===== config.mk =====
export PLATFORM = sky130hd
export DESIGN_NAME = stack_engine
export DESIGN_NICKNAME = d
export VERILOG_FILES = /design/src/rtl/stk_pkg.sv /design/src/rtl/stk_ptr.sv /design/src/rtl/stk_guard.sv /design/src/rtl/stk_seq.sv /design/src/rtl/stack_engine.sv
export SDC_FILE = /design/constraint.sdc
export NUM_CORES = 1
export LEC_CHECK = 0
export CORE_MARGIN = 3
export CORE_UTILIZATION = 50
export DETAILED_ROUTE_END_ITERATION = 6
export PLACE_DENSITY = 0.86
export REMOVE_ABC_BUFFERS = 1
export SETUP_SLACK_MARGIN = 0.4
export SLEW_MARGIN = 20
export SYNTH_ARGS = -nofsm -noshare
export SYNTH_HDL_FRONTEND = slang
export SYNTH_HIERARCHICAL = 1
export SYNTH_SLANG_ARGS = --single-unit

===== constraint.sdc =====
create_clock -name clk -period 4.85 [get_ports clk]
set_input_delay 0.485 -clock clk [delete_from_list [all_inputs] [get_ports clk]]
set_output_delay 0.485 -clock clk [all_outputs]
set_load 0.03 [all_outputs]

===== src/rtl/stk_pkg.sv =====
package stk_pkg;

   typedef enum logic [2:0] {
      ST_IDLE,
      ST_POP_W,
      ST_CALL2,
      ST_RET2,
      ST_RET3
   } stk_state_e;

   typedef enum logic [2:0] {
      OP_NONE,
      OP_PUSH,
      OP_POP,
      OP_CALL,
      OP_RET
   } stk_op_e;

   // Fixed priority: call, return, push, pop
   function automatic stk_op_e pick_op(input logic c_call, input logic c_ret,
                                       input logic c_push, input logic c_pop);
      stk_op_e r;
      if (c_call)      r = OP_CALL;
      else if (c_ret)  r = OP_RET;
      else if (c_push) r = OP_PUSH;
      else if (c_pop)  r = OP_POP;
      else             r = OP_NONE;
      return r;
   endfunction

endpackage


===== src/rtl/stk_ptr.sv =====
module stk_ptr #(
   parameter int unsigned DATA_W   = 8,
   parameter bit          HAS_HIGH = 1'b1
) (
   input  logic                  clk,
   input  logic                  rst_n,
   input  logic                  step_dn,
   input  logic                  step_up,
   input  logic                  sw_wr_lo,
   input  logic                  sw_wr_hi,
   input  logic [DATA_W-1:0]     sw_wdata,
   output logic [2*DATA_W-1:0]   ptr,
   output logic [2*DATA_W-1:0]   ptr_above
);
   localparam int unsigned PW = HAS_HIGH ? 2*DATA_W : DATA_W;
   localparam int unsigned AW = 2*DATA_W;
   localparam logic [PW-1:0] ONE = PW'(1);

   logic [PW-1:0] ptr_q, ptr_d, above_w;
   logic          hi_wr_en;

   generate
      if (HAS_HIGH) begin : g_hi_reg
         assign hi_wr_en  = sw_wr_hi;
         assign ptr       = ptr_q;
         assign ptr_above = above_w;
      end else begin : g_hi_none
         assign hi_wr_en  = 1'b0;
         assign ptr       = {{(AW-PW){1'b0}}, ptr_q};
         assign ptr_above = {{(AW-PW){1'b0}}, above_w};
      end
   endgenerate

   assign above_w = ptr_q + ONE;

   always_comb begin
      ptr_d = ptr_q;
      if (step_dn) begin
         ptr_d = ptr_q - ONE;
      end else if (step_up) begin
         ptr_d = above_w;
      end else begin
         if (sw_wr_lo) ptr_d[DATA_W-1:0]   = sw_wdata;
         if (hi_wr_en) ptr_d[PW-1 -: DATA_W] = sw_wdata;
      end
   end

   always_ff @(posedge clk) begin
      if (!rst_n) ptr_q <= '0;
      else        ptr_q <= ptr_d;
   end

endmodule


===== src/rtl/stk_guard.sv =====
module stk_guard #(
   parameter int unsigned AW          = 16,
   parameter int unsigned GUARD_LIMIT = 32'h60
) (
   input  logic          clk,
   input  logic          rst_n,
   input  logic          chk_en,
   input  logic [AW-1:0] ptr,
   output logic          err
);
   localparam logic [AW-1:0] LIM = AW'(GUARD_LIMIT);

   logic in_low_zone;
   assign in_low_zone = (ptr <= LIM);

   always_ff @(posedge clk) begin
      if (!rst_n) err <= 1'b0;
      else        err <= chk_en & in_low_zone;
   end

endmodule


===== src/rtl/stk_seq.sv =====
module stk_seq
   import stk_pkg::*;
#(
   parameter int unsigned DATA_W = 8
) (
   input  logic                  clk,
   input  logic                  rst_n,
   input  logic                  cmd_push,
   input  logic                  cmd_pop,
   input  logic                  cmd_call,
   input  logic                  cmd_ret,
   input  logic [DATA_W-1:0]     push_data,
   input  logic [2*DATA_W-1:0]   ret_addr_in,
   input  logic [2*DATA_W-1:0]   ptr,
   input  logic [2*DATA_W-1:0]   ptr_above,
   input  logic [DATA_W-1:0]     mem_rdata,
   output logic                  step_dn,
   output logic                  step_up,
   output logic                  guard_chk,
   output logic                  busy,
   output logic                  mem_en,
   output logic                  mem_we,
   output logic [2*DATA_W-1:0]   mem_addr,
   output logic [DATA_W-1:0]     mem_wdata,
   output logic [DATA_W-1:0]     pop_data,
   output logic                  pop_valid,
   output logic [2*DATA_W-1:0]   ret_addr_out,
   output logic                  ret_valid
);
   stk_state_e          state_q, state_d;
   stk_op_e             op;
   logic [DATA_W-1:0]   call_hi_q;
   logic [DATA_W-1:0]   ret_hi_q;
   logic [DATA_W-1:0]   pop_q;
   logic                pop_v_q;
   logic [2*DATA_W-1:0] ret_q;
   logic                ret_v_q;

   assign busy = (state_q != ST_IDLE);
   assign op   = busy ? OP_NONE : pick_op(cmd_call, cmd_ret, cmd_push, cmd_pop);
   assign guard_chk = (op == OP_PUSH) || (op == OP_CALL);

   always_comb begin
      state_d   = state_q;
      step_dn   = 1'b0;
      step_up   = 1'b0;
      mem_en    = 1'b0;
      mem_we    = 1'b0;
      mem_addr  = ptr;
      mem_wdata = '0;
      unique case (state_q)
         ST_IDLE: begin
            unique case (op)
               OP_PUSH: begin
                  mem_en = 1'b1; mem_we = 1'b1;
                  mem_wdata = push_data;
                  step_dn = 1'b1;
               end
               OP_POP: begin
                  mem_en = 1'b1; mem_addr = ptr_above;
                  step_up = 1'b1;
                  state_d = ST_POP_W;
               end
               OP_CALL: begin
                  mem_en = 1'b1; mem_we = 1'b1;
                  mem_wdata = ret_addr_in[DATA_W-1:0];
                  step_dn = 1'b1;
                  state_d = ST_CALL2;
               end
               OP_RET: begin
                  mem_en = 1'b1; mem_addr = ptr_above;
                  step_up = 1'b1;
                  state_d = ST_RET2;
               end
               default: ;
            endcase
         end
         ST_POP_W: state_d = ST_IDLE;
         ST_CALL2: begin
            mem_en = 1'b1; mem_we = 1'b1;
            mem_wdata = call_hi_q;
            step_dn = 1'b1;
            state_d = ST_IDLE;
         end
         ST_RET2: begin
            mem_en = 1'b1; mem_addr = ptr_above;
            step_up = 1'b1;
            state_d = ST_RET3;
         end
         ST_RET3: state_d = ST_IDLE;
         default: state_d = ST_IDLE;
      endcase
   end

   always_ff @(posedge clk) begin
      if (!rst_n) begin
         state_q   <= ST_IDLE;
         call_hi_q <= '0;
         ret_hi_q  <= '0;
         pop_q     <= '0;
         pop_v_q   <= 1'b0;
         ret_q     <= '0;
         ret_v_q   <= 1'b0;
      end else begin
         state_q <= state_d;
         pop_v_q <= (state_q == ST_POP_W);
         ret_v_q <= (state_q == ST_RET3);
         if (op == OP_CALL)           call_hi_q <= ret_addr_in[2*DATA_W-1:DATA_W];
         if (state_q == ST_POP_W)     pop_q     <= mem_rdata;
         if (state_q == ST_RET2)      ret_hi_q  <= mem_rdata;
         if (state_q == ST_RET3)      ret_q     <= {ret_hi_q, mem_rdata};
      end
   end

   assign pop_data     = pop_q;
   assign pop_valid    = pop_v_q;
   assign ret_addr_out = ret_q;
   assign ret_valid    = ret_v_q;

endmodule


===== src/rtl/stack_engine.sv =====
module stack_engine #(
   parameter int unsigned DATA_W      = 8,
   parameter bit          HAS_HIGH    = 1'b1,
   parameter int unsigned GUARD_LIMIT = 32'h60
) (
   input  logic                  clk,
   input  logic                  rst_n,
   input  logic                  cmd_push,
   input  logic                  cmd_pop,
   input  logic                  cmd_call,
   input  logic                  cmd_ret,
   input  logic [DATA_W-1:0]     push_data,
   input  logic [2*DATA_W-1:0]   ret_addr_in,
   output logic [DATA_W-1:0]     pop_data,
   output logic                  pop_valid,
   output logic [2*DATA_W-1:0]   ret_addr_out,
   output logic                  ret_valid,
   output logic                  busy,
   output logic                  guard_err,
   input  logic                  sw_wr_lo,
   input  logic                  sw_wr_hi,
   input  logic [DATA_W-1:0]     sw_wdata,
   output logic [DATA_W-1:0]     sw_lo_rd,
   output logic [DATA_W-1:0]     sw_hi_rd,
   output logic                  mem_en,
   output logic                  mem_we,
   output logic [2*DATA_W-1:0]   mem_addr,
   output logic [DATA_W-1:0]     mem_wdata,
   input  logic [DATA_W-1:0]     mem_rdata
);
   localparam int unsigned AW = 2*DATA_W;
   localparam int unsigned PW = HAS_HIGH ? AW : DATA_W;

   generate
      if (DATA_W < 4 || DATA_W > 16) begin : g_bad_width
         $error("stack_engine: DATA_W must lie in 4..16");
      end
      if (GUARD_LIMIT >= (64'd1 << PW)) begin : g_bad_limit
         $error("stack_engine: GUARD_LIMIT exceeds pointer range");
      end
   endgenerate

   logic [AW-1:0] ptr, ptr_above;
   logic          step_dn, step_up, guard_chk;

   stk_ptr #(.DATA_W(DATA_W), .HAS_HIGH(HAS_HIGH)) u_ptr (
      .clk       (clk),
      .rst_n     (rst_n),
      .step_dn   (step_dn),
      .step_up   (step_up),
      .sw_wr_lo  (sw_wr_lo),
      .sw_wr_hi  (sw_wr_hi),
      .sw_wdata  (sw_wdata),
      .ptr       (ptr),
      .ptr_above (ptr_above)
   );

   stk_seq #(.DATA_W(DATA_W)) u_seq (
      .clk          (clk),
      .rst_n        (rst_n),
      .cmd_push     (cmd_push),
      .cmd_pop      (cmd_pop),
      .cmd_call     (cmd_call),
      .cmd_ret      (cmd_ret),
      .push_data    (push_data),
      .ret_addr_in  (ret_addr_in),
      .ptr          (ptr),
      .ptr_above    (ptr_above),
      .mem_rdata    (mem_rdata),
      .step_dn      (step_dn),
      .step_up      (step_up),
      .guard_chk    (guard_chk),
      .busy         (busy),
      .mem_en       (mem_en),
      .mem_we       (mem_we),
      .mem_addr     (mem_addr),
      .mem_wdata    (mem_wdata),
      .pop_data     (pop_data),
      .pop_valid    (pop_valid),
      .ret_addr_out (ret_addr_out),
      .ret_valid    (ret_valid)
   );

   stk_guard #(.AW(AW), .GUARD_LIMIT(GUARD_LIMIT)) u_guard (
      .clk    (clk),
      .rst_n  (rst_n),
      .chk_en (guard_chk),
      .ptr    (ptr),
      .err    (guard_err)
   );

   assign sw_lo_rd = ptr[DATA_W-1:0];
   assign sw_hi_rd = ptr[AW-1:DATA_W];

endmodule


After elaboration in Yosys (flattened, before gate mapping):

Cells that the tools add are included.
W data, S select, Z words.

* $add $sub $neg: 2
* magnitude comparators: 1
* equality and inequality tests: 9
* muxes and demuxes: 21
* bitwise gates (word level): 1
* reductions and logical operators: 9

Operators by type and width (count)
* $mux W16: 3
* $pmux W16 S2: 1
* $pmux W8 S2: 2
* $add A16 B1 Y16 const B: 1
* $le A16 B7 Y1 const B: 1
* $mux W8: 2
* $sub A16 B1 Y16 const B: 1
* $eq A3 B2 Y1 const B: 4
* $mux W3: 4
* $pmux W3 S3: 1
* $reduce_bool A3 Y1: 3
* $eq A3 B1 Y1 const B: 2
* $eq A3 B3 Y1 const B: 2
* $pmux W1 S2: 3
* $pmux W3 S2: 1
* $reduce_or A2 Y1: 3
* $ne A4 B3 Y1 const B: 1
* $reduce_or A4 Y1: 1
* $logic_not A3 Y1: 1
* $mux W1: 3
* $mux W2: 1
* $and A1 B1 Y1: 1
* $logic_or A1 B1 Y1: 1

* register bits: 62
* input port bits: 48

Longest topological paths before layout:

Gate-level depths: netlist (run 1).

* depth in word-level cells: 11
* gate-level depth with buffers: 11
* depth with buffers taken out: 8

By module:

Netlist (run 1), hierarchy kept.

By module, submodules not included
* stk_seq: instances 1, cells each 234, area each 2064.5 um2, sequential area each 900.9 um2
* stk_ptr: instances 1, cells each 200, area each 1498.9 um2, sequential area each 320.3 um2
* stk_guard: instances 1, cells each 8, area each 68.8 um2, sequential area each 20.0 um2

Worst setup path after synthesis (run 1):

OpenSTA, ideal clock, no wires.

* path kind: input to register
* start: in cmd_call
* end: reg u_ptr.ptr_q[3], in the netlist u_ptr/ptr[3]
* library setup time: 0.119 ns
* arrival: 2.335 ns
* setup slack: 2.396 ns
* cell stages on the path: 9
* buffers on the path: 3
* cells stage by stage: clkbuf_1 > o21ai_0 > nand2b_1 > buf_4 > or2_2 > clkbuf_1 > nor2_1 > a21oi_1 > o221a_2

* elaborated cells between the ends (all ways): 15

RTL lines
* start: declaration: RTL line stack_engine.sv:10 `input logic cmd_call,`
* $mux W3 *: RTL line stk_pkg.sv:23 `if (c_call) r = OP_CALL;`
* $mux W3 *: RTL line stk_seq.sv:40 `assign op = busy ? OP_NONE : pick_op(cmd_call, cmd_ret, cmd_push, cmd_pop);`
* $eq A3 B2 Y1 or $eq A3 B1 Y1 (tied branches)
* $reduce_or A2 Y1 (no line) *
* $mux W1 *
* $pmux W1 S2 *
* net mem_we: RTL line stack_engine.sv:26 `output logic mem_we,`
* $reduce_bool A3 Y1 (no line) or $mux W16 (tied branches)
* end signal: assignment: RTL line stk_ptr.sv:50 `else ptr_q <= ptr_d;`
* end: declaration: RTL line stk_ptr.sv:19 `logic [PW-1:0] ptr_q, ptr_d, above_w;`

The timed path passes the listed nets; every way through them passes the cells marked *.
A chain may end at the register's enable or synchronous reset.

Final worst setup path (run 1):

* start: reg u_seq.state_q[0]
* end: out mem_addr[8]

* longest elaborated chain between the ends: 6
* elaborated cells between the ends (all ways): 9

RTL lines
* start: declaration: RTL line stk_seq.sv:30 `stk_state_e state_q, state_d;`
* start signal: assignment: RTL line stk_seq.sv:105 `state_q <= state_d;`
* $reduce_bool A3 Y1: RTL line stk_seq.sv:39 `assign busy = (state_q != ST_IDLE);`
* $mux W3: RTL line stk_seq.sv:40
* $eq A3 B2 Y1 or $eq A3 B3 Y1 (tied branches): RTL line stk_seq.sv:53 `unique case (op)`
* $reduce_or A2 Y1 (no line)
* $mux W16: RTL line stk_seq.sv:53
* $pmux W16 S2 *: RTL line stk_seq.sv:51 `unique case (state_q)`
* end: declaration: RTL line stack_engine.sv:27 `output logic [2*DATA_W-1:0] mem_addr,`

Mark *: on every way between the ends. The rest lies on a longest branch, timed or not.

==> summary.txt, run 1 <==
Pwr
  • PnR Total Power: 0.00176 W
  • Internal: 0.00109 W
  • Clock share of power: 25.9%
  • Switch Pwr: 0.000671 W
  • Sw Share: 38.1%
  • Worst vdd ir: 0.000273 V
  • Seq pwr share: 36.3%
  • Combinational Power Share: 37.7%
  • Lkg Pwr: 1.86 nW
  • Pwr Density: 354 mW/mm²

Global routing
  • Initial antenna violation count: 0
  • Grt total ovfl: 0
  • Vias in the first global route: 3,528
  • GRT Util Overall: 25.0%
  • First-pass GRT wire length: 17.1 mm
  • Largest net degree at the start of global routing: 43

Place
  • HPWL after detailed placement: 7.41 mm
  • Dpl cells: 628
  • Number of buffers added on ports: 117
  • GP Congestion: 0.912

Floorplanning
  • Die Height: 91.2 µm
  • Die area: 0.00832 mm²
  • FP Rows: 30
  • Die W: 91.2 µm
  • Area of the core: 0.00691 mm²
  • Initial Util: 52.6%
  • Ports: 118

Timing
  • Worst slew pin tran: 1.03 ns
  • Final cycle utilization of the critical path: 71.6%
  • Max Fclk: 288 MHz
  • Worst Clk Skew: 0.0123 ns
  • Final Max Slew Viols: 0
  • Max-Slew Margin vs Limit: 30.8%
  • Fin. Hold Viols: 0
  • Final setup fails: 0
  • RSZ-0062 raised after global routing: no
  • Fin crit period: 3.48 ns
  • Setup TNS: 0 ns

Detailed routing
  • Residual DRC count: 0
  • DRT iter0 DRCs: 419
  • Drt pass-1 iters: 5
  • Vias/cell: 5.74
  • Via count: 3,694
  • Antenna Nets Post-Route: 0
  • Post-DR wirelength/cell: 16.1 µm
  • Final WL: 10.4 mm

Clock network
  • CTS tree: yes
  • Root Buffer: clkbuf_8
  • Worst-path clk slew: 0.08 ns
  • CTS Buf Count: 9
  • Hold_buf cts: 0
  • Clock Sinks: 62
  • H-tree depth: 3
  • Post-CTS Setup Bufs: 0
  • Clock Path Buffers: 2
  • Insertion delay to the later sink of the worst-skew pair: 0.34 ns
  • Post-CTS resize count: 0

Synthesis
  • Cell taking the most area after synthesis: dfxtp_1
  • YS warnings: 6
  • Share of the synthesized area in the top cell type: 34.2%
  • Post-synthesis average cell area: 8.22 µm²
  • Mapped Area: 0.00363 mm²
  • Cells after synthesis: 442
  • Yosys cell types: 62
  • EDFF count, synth: 0
  • Post-synthesis sequential element count: 62
  • Async SR Flop Fraction: 0%
  • Sequential-to-total area share from yosys stat: 34.2%
  • Top FF cell, synth: dfxtp_1
  • Synth area leaders: dfxtp_1 34%, nand2_1 8.2%, mux2i_1 7.4%

Final layout
  • Area delta synth->final: 36.8%
  • Final Non-Filler Cells: 644
  • Final nets: 593
  • Fraction of layout instances using a drive strength above 1: 10.6%
  • Antenna fix cells: 0

Critical path
  • Critical-path cell list: nand3b_1 -> o31ai_4 -> buf_4 -> mux2_2 -> clkdlybuf4s50_1
  • R2r worst-path depth: 7
  • Critical path type: flop to output port
  • Slowest stage delay, CP: 0.59 ns
  • CP Depth: 5
  • Worst setup EP type: output port
  • Slowest-stage cell, CP: clkdlybuf4s50_1
  • WP data required: 4.37 ns
  • CP arrival: 2.99 ns
  • Cell family with most CP delay: buffers and inverters
  • CP bufs+invs: 2
  • CP Max Fanout: 30
  • Worst setup SP type: flop
  • R2r setup slk: 1.79 ns

Min path
  • Worst hold path type: flop to flop
  • Hold Path Cell Cnt: 2

Run status
  • Status: finished clean

Job
  • Max-cap violations: 0
-- metal layers --
| layer | global-route usage (%) | part of all wire (%) |
|---|---|---|
| met4 | 7.91 | 2.3 |
| met3 | 8.29 | 8.3 |
| met2 | 41.9 | 48 |
| met5 | 0 | 0 |
| met1 | 30.2 | 41 |
-- Yosys cell counts (2+ instances only) --
| cell type | instances |
|---|---|
| and4bb_1 | 2 |
| o31ai_1 | 2 |
| clkinv_1 | 2 |
| nor3_4 | 2 |
| and2_1 | 3 |
| o21ai_1 | 2 |
| xor2_1 | 9 |
| nand2_1 | 79 |
| o22ai_1 | 3 |
| buf_2 | 6 |
| mux2_2 | 10 |
| o21ai_0 | 29 |
| inv_1 | 9 |
| nand4_1 | 4 |
| mux2i_1 | 27 |
| a21oi_1 | 35 |
| dfxtp_1 | 62 |
| a211oi_1 | 2 |
| nor3_1 | 4 |
| nor3b_1 | 2 |
| xnor2_1 | 11 |
| a31oi_1 | 2 |
| nor2_1 | 38 |
| mux2_4 | 9 |
| nand3_1 | 7 |
| o311a_1 | 2 |
| nor4_1 | 7 |
| ha_1 | 2 |
| clkbuf_1 | 17 |
| nand2b_1 | 3 |
| nor2b_1 | 5 |
| or3_1 | 5 |
| buf_6 | 2 |
| o221ai_1 | 2 |
| o211ai_1 | 3 |
| buf_4 | 4 |
| or2_2 | 3 |
| buf_12 | 2 |
-- cell families (layout without fill, tap and decap cells) --
logic type	Yosys count	after routing	share of synthesized area, %
XOR/XNOR	20	20	4.82
multiplexers	46	46	14.3
adder cells (fa/ha/maj)	2	2	0.689
buffers and inverters	43	149	6.37
AND/OR/NAND/NOR	175	175	24.0
flip-flops	62	62	34.2
AO/OA/AOI/OAI	94	94	15.7
-- tightest hold or removal path, cell delays in order, from the launching register on --
cell	delay, ns
dfxtp_1	0.31
nand2_1	0.05
a21oi_1	0.05
-- registers in the layout (all words and copies together) (netlist names) --
name,flops
u_seq/pop_data,8
u_seq/state_q,3
u_guard/err,1
u_seq/ret_addr_out,16
u_seq/ret_valid,1
u_seq/pop_valid,1
u_seq/call_hi_q,8
u_ptr/ptr,16
u_seq/ret_hi_q,8
-- metrics by stage --
| stage | hold WS [ns] | utilization, % | setup slack [ns] | area [µm²] |
|---|---|---|---|---|
| 2_1_floorplan | 0.432 | - | 1.87 | 3450 |
| 6_report | 0.453 | 71.9 | 1.37 | 4970 |
| 3_5_place_dp | 0.447 | 69.1 | 1.51 | 4770 |
| 4_1_cts | 0.458 | 71.9 | 1.35 | 4970 |
| 5_1_grt | 0.481 | 71.9 | 1.18 | 4970 |
| 3_3_place_gp | 0.439 | 69.1 | 1.55 | 4770 |
-- worst paths after layout --
| check | start | endpoint |
|---|---|---|
| setup / recovery | u_seq/state_q[0]$_SDFFE_PN0P_ | mem_addr[8] |
| hold / removal | u_seq/ret_hi_q[0]$_SDFFE_PN0P_ | u_seq/ret_addr_out[8]$_SDFFE_PN0P_ |
| setup reg to reg | u_seq/state_q[1]$_SDFFE_PN0P_ | u_ptr/ptr[5]$_SDFFE_PN0P_ |
| hold reg to reg | u_seq/ret_hi_q[0]$_SDFFE_PN0P_ | u_seq/ret_addr_out[8]$_SDFFE_PN0P_ |
-- final cells by class --
type                       count  area [µm²]
timing repair buffer         121        1200
clock inverter                 7        72.6
clock buffer                   9         124
fill                         546        1940
sequential                    62        1240
tap                           96         120
inverter                      12        45.0
multi-input combinational    337        2160
-- cell usage in the layout (no fill, tap or decap), drive strengths merged, types with 11 or more instances in the layout --
cell / n
clkdlybuf4s50: 117
dfxtp: 62
a21oi: 35
xnor2: 11
o21ai: 31
mux2: 19
mux2i: 27
nor2: 39
nand2: 79
inv: 11
-- power groups by stage --
stage	Combinational [W]	Clock [W]	Sequential, W
after floorplan	0.000359	0	0.000680
after global placement	0.000648	0	0.000646
after detailed placement	0.000658	0	0.000648
after CTS	0.000661	0.000463	0.000636
after global routing	0.000705	0.000486	0.000648
final	0.000664	0.000456	0.000640
Note: power is estimated with default switching activity, not from simulation.
==> run 2: changes to the inputs <==
Settings changed: CORE_UTILIZATION 50 to 47, PLACE_DENSITY 0.86 to 0.81.
Clock period 4.85 ns to 3.4 ns, I/O delays scaled along.
==> summary.txt, run 2 (synthesis gave the netlist of run 1 again) <==
Clock network
  • Post-CTS Setup Bufs: 0 (unchanged)
  • Clock Sinks: 62 (unchanged)
  • Worst-path clk slew: 0.07 ns (about the same)
  • Hold_buf cts: 0 (unchanged)
  • H-tree depth: 3 (unchanged)
  • CTS tree: yes
  • Root Buffer: clkbuf_8
  • CTS Buf Count: 9 (unchanged)
  • Clock Path Buffers: 2 (unchanged)
  • Insertion delay to the later sink of the worst-skew pair: 0.34 ns (about the same)

Place
  • HPWL after detailed placement: 7.52 mm (+1.4%)
  • Number of buffers added on ports: 117 (unchanged)
  • Dpl cells: 636 (+1.3%)
  • GP Congestion: 0.951 (+4.3%)
  • Pre-CTS WS: 0.484 ns (-1.03 ns)

Critical path
  • CP Max Fanout: 30 (unchanged)
  • Worst setup SP type: flop
  • WP data required: 3.06 ns (-1.31 ns)
  • Worst setup EP type: output port
  • CP arrival: 2.58 ns (-0.41 ns)
  • Critical path type: flop to output port

Global routing
  • GR peak layer: met2
  • Met2 usage: 40.6% (-1.3 points)
  • Largest net degree at the start of global routing: 43 (unchanged)
  • Grt total ovfl: 0 (unchanged)
  • Vias in the first global route: 3,477 (-1.4%)
  • Initial antenna violation count: 0 (unchanged)
  • GR Util met3: 9.29% (+1.0 points)
  • GRT Util Overall: 23.7% (-1.3 points)
  • M1 GR Usage: 27.0% (-3.2 points)
  • First-pass GRT wire length: 16.7 mm (-2.3%)

Final layout
  • Area delta synth->final: 39.9%
  • Commonest non-fill, non-tap cell in the layout: clkdlybuf4s50_1
  • Fraction of layout instances using a drive strength above 1: 14.1% (+3.5 points)
  • Final nets: 598 (+0.84%)
  • Final Non-Filler Cells: 652 (+1.2%)
  • Finished Core Util: 68.9% (-3.0 points)
  • Most frequent cells in the layout: 102 x clkdlybuf4s50_1, 79 x nand2_1, 58 x dfxtp_1
  • Antenna fix cells: 0 (unchanged)

Detailed routing
  • Vias/cell: 5.53 (-3.6%)
  • DRT iter0 DRCs: 238 (-43%)
  • Post-DR wirelength/cell: 15.8 µm (-2.1%)
  • Residual DRC count: 0 (unchanged)
  • Via count: 3,605 (-2.4%)
  • Drt pass-1 iters: 5 (unchanged)
  • Final WL: 10.3 mm (-0.92%)
  • Antenna Nets Post-Route: 0 (unchanged)

Timing
  • Worst Clk Skew: 0.00625 ns (-0.00601 ns)
  • Hold_ws: 0.457 ns (+0.00365 ns)
  • RSZ-0062 raised after global routing: yes
  • Fin crit period: 2.92 ns
  • Final cycle utilization of the critical path: 85.9%
  • Final Max Slew Viols: 0 (unchanged)
  • Final setup fails: 0 (unchanged)
  • Final setup margin: 0.478 ns (-0.897 ns)
  • Setup TNS: 0 ns (unchanged)
  • Max Fclk: 342 MHz
  • Max-Slew Margin vs Limit: 32.8% (+2.0 points)
  • Fin. Hold Viols: 0 (unchanged)
  • Worst slew pin tran: 1.00 ns (-0.0302 ns)

Pwr
  • Sw Share: 35.5% (-2.6 points)
  • Clock share of power: 30.0% (+4.1 points)
  • Internal: 0.00172 W (+58%)
  • Switch Pwr: 0.000945 W (+41%)
  • Seq pwr share: 33.5% (-2.8 points)
  • Lkg Pwr: 2.01 nW (+7.8%)
  • Pwr Density: 524 mW/mm² (+48%)
  • Combinational Power Share: 36.5% (-1.2 points)
  • Worst vdd ir: 0.000340 V (+25%)

Floorplanning
  • Die W: 93.9 µm (+2.9%)
  • FP Rows: 31 (+3.3%)
  • Initial Util: 49.3% (-3.3 points)
  • Ports: 118 (unchanged)
  • Die area: 0.00882 mm² (+6.0%)
  • Area of the core: 0.00737 mm² (+6.7%)
  • Die Height: 93.9 µm (+2.9%)

Min path
  • Worst hold path type: flop to flop

Run status
  • Status: finished clean

Job
  • Max-cap violations: 0 (unchanged)
-- run 2: critical path, cell delays in order (launching register included) --
cell,delay (ns)
dfxtp_1,0.41
nor3_4,0.29
inv_2,0.09
o31ai_4,0.26
buf_12,0.24
mux2_2,0.35
clkdlybuf4s50_1,0.59
-- run 2: per-stage QoR --
stage	power (W)	cell area, µm²
final	0.00266	5080
after global routing	0.00279	5080
after detailed placement	0.00187	4810
after global placement	0.00185	4810
after floorplan	0.00148	3450
after CTS	0.00267	5060
-- run 2: power by group through the flow --
stage | combinational, W | sequential, W | clock (W)
global placement | 0.000950 | 0.000900 | 0
detailed placement | 0.000968 | 0.000904 | 0
CTS | 0.000971 | 0.000888 | 0.000814
global route | 0.00104 | 0.000905 | 0.000851
floorplan | 0.000512 | 0.000971 | 0
finish | 0.000971 | 0.000892 | 0.000798
-- run 2: layout make-up --
class | count | area [µm²]
Timing Repair Buffer | 126 | 1250
Clock inverter | 7 | 121
Fill cell | 614 | 2290
Inverter | 12 | 45.0
Clock buffer | 9 | 124
Tap cell | 99 | 124
Multi-Input combinational cell | 337 | 2170
Sequential cell | 62 | 1250
-- run 2: path summary, 6_finish.rpt --
path / from / to / slack (ns) / cells after the start
worst max-delay path: u_seq/state_q[0]$_SDFFE_PN0P_ / mem_addr[9] / 0.48 / 6
worst min-delay path: u_seq/ret_hi_q[5]$_SDFFE_PN0P_ / u_seq/ret_addr_out[13]$_SDFFE_PN0P_ / 0.46 / 2
worst max register to register: u_seq/state_q[0]$_SDFFE_PN0P_ / u_ptr/ptr[4]$_SDFFE_PN0P_ / 0.99 / 9
worst min register to register: u_seq/ret_hi_q[5]$_SDFFE_PN0P_ / u_seq/ret_addr_out[13]$_SDFFE_PN0P_ / 0.46 / 2
-- run 2: repair_timing --
item                                    4_1_cts  5_1_grt
endpoints found under the hold margin         0        0
gates resized for setup                       1        9
endpoints found under the setup margin        1       10
-- run 2: per-layer routing --
layer	wire length [µm]	up-vias
met5	0	-
met4	146	0
met3	885	21
met2	5060	137
met1	4190	1688
li1	-	1759
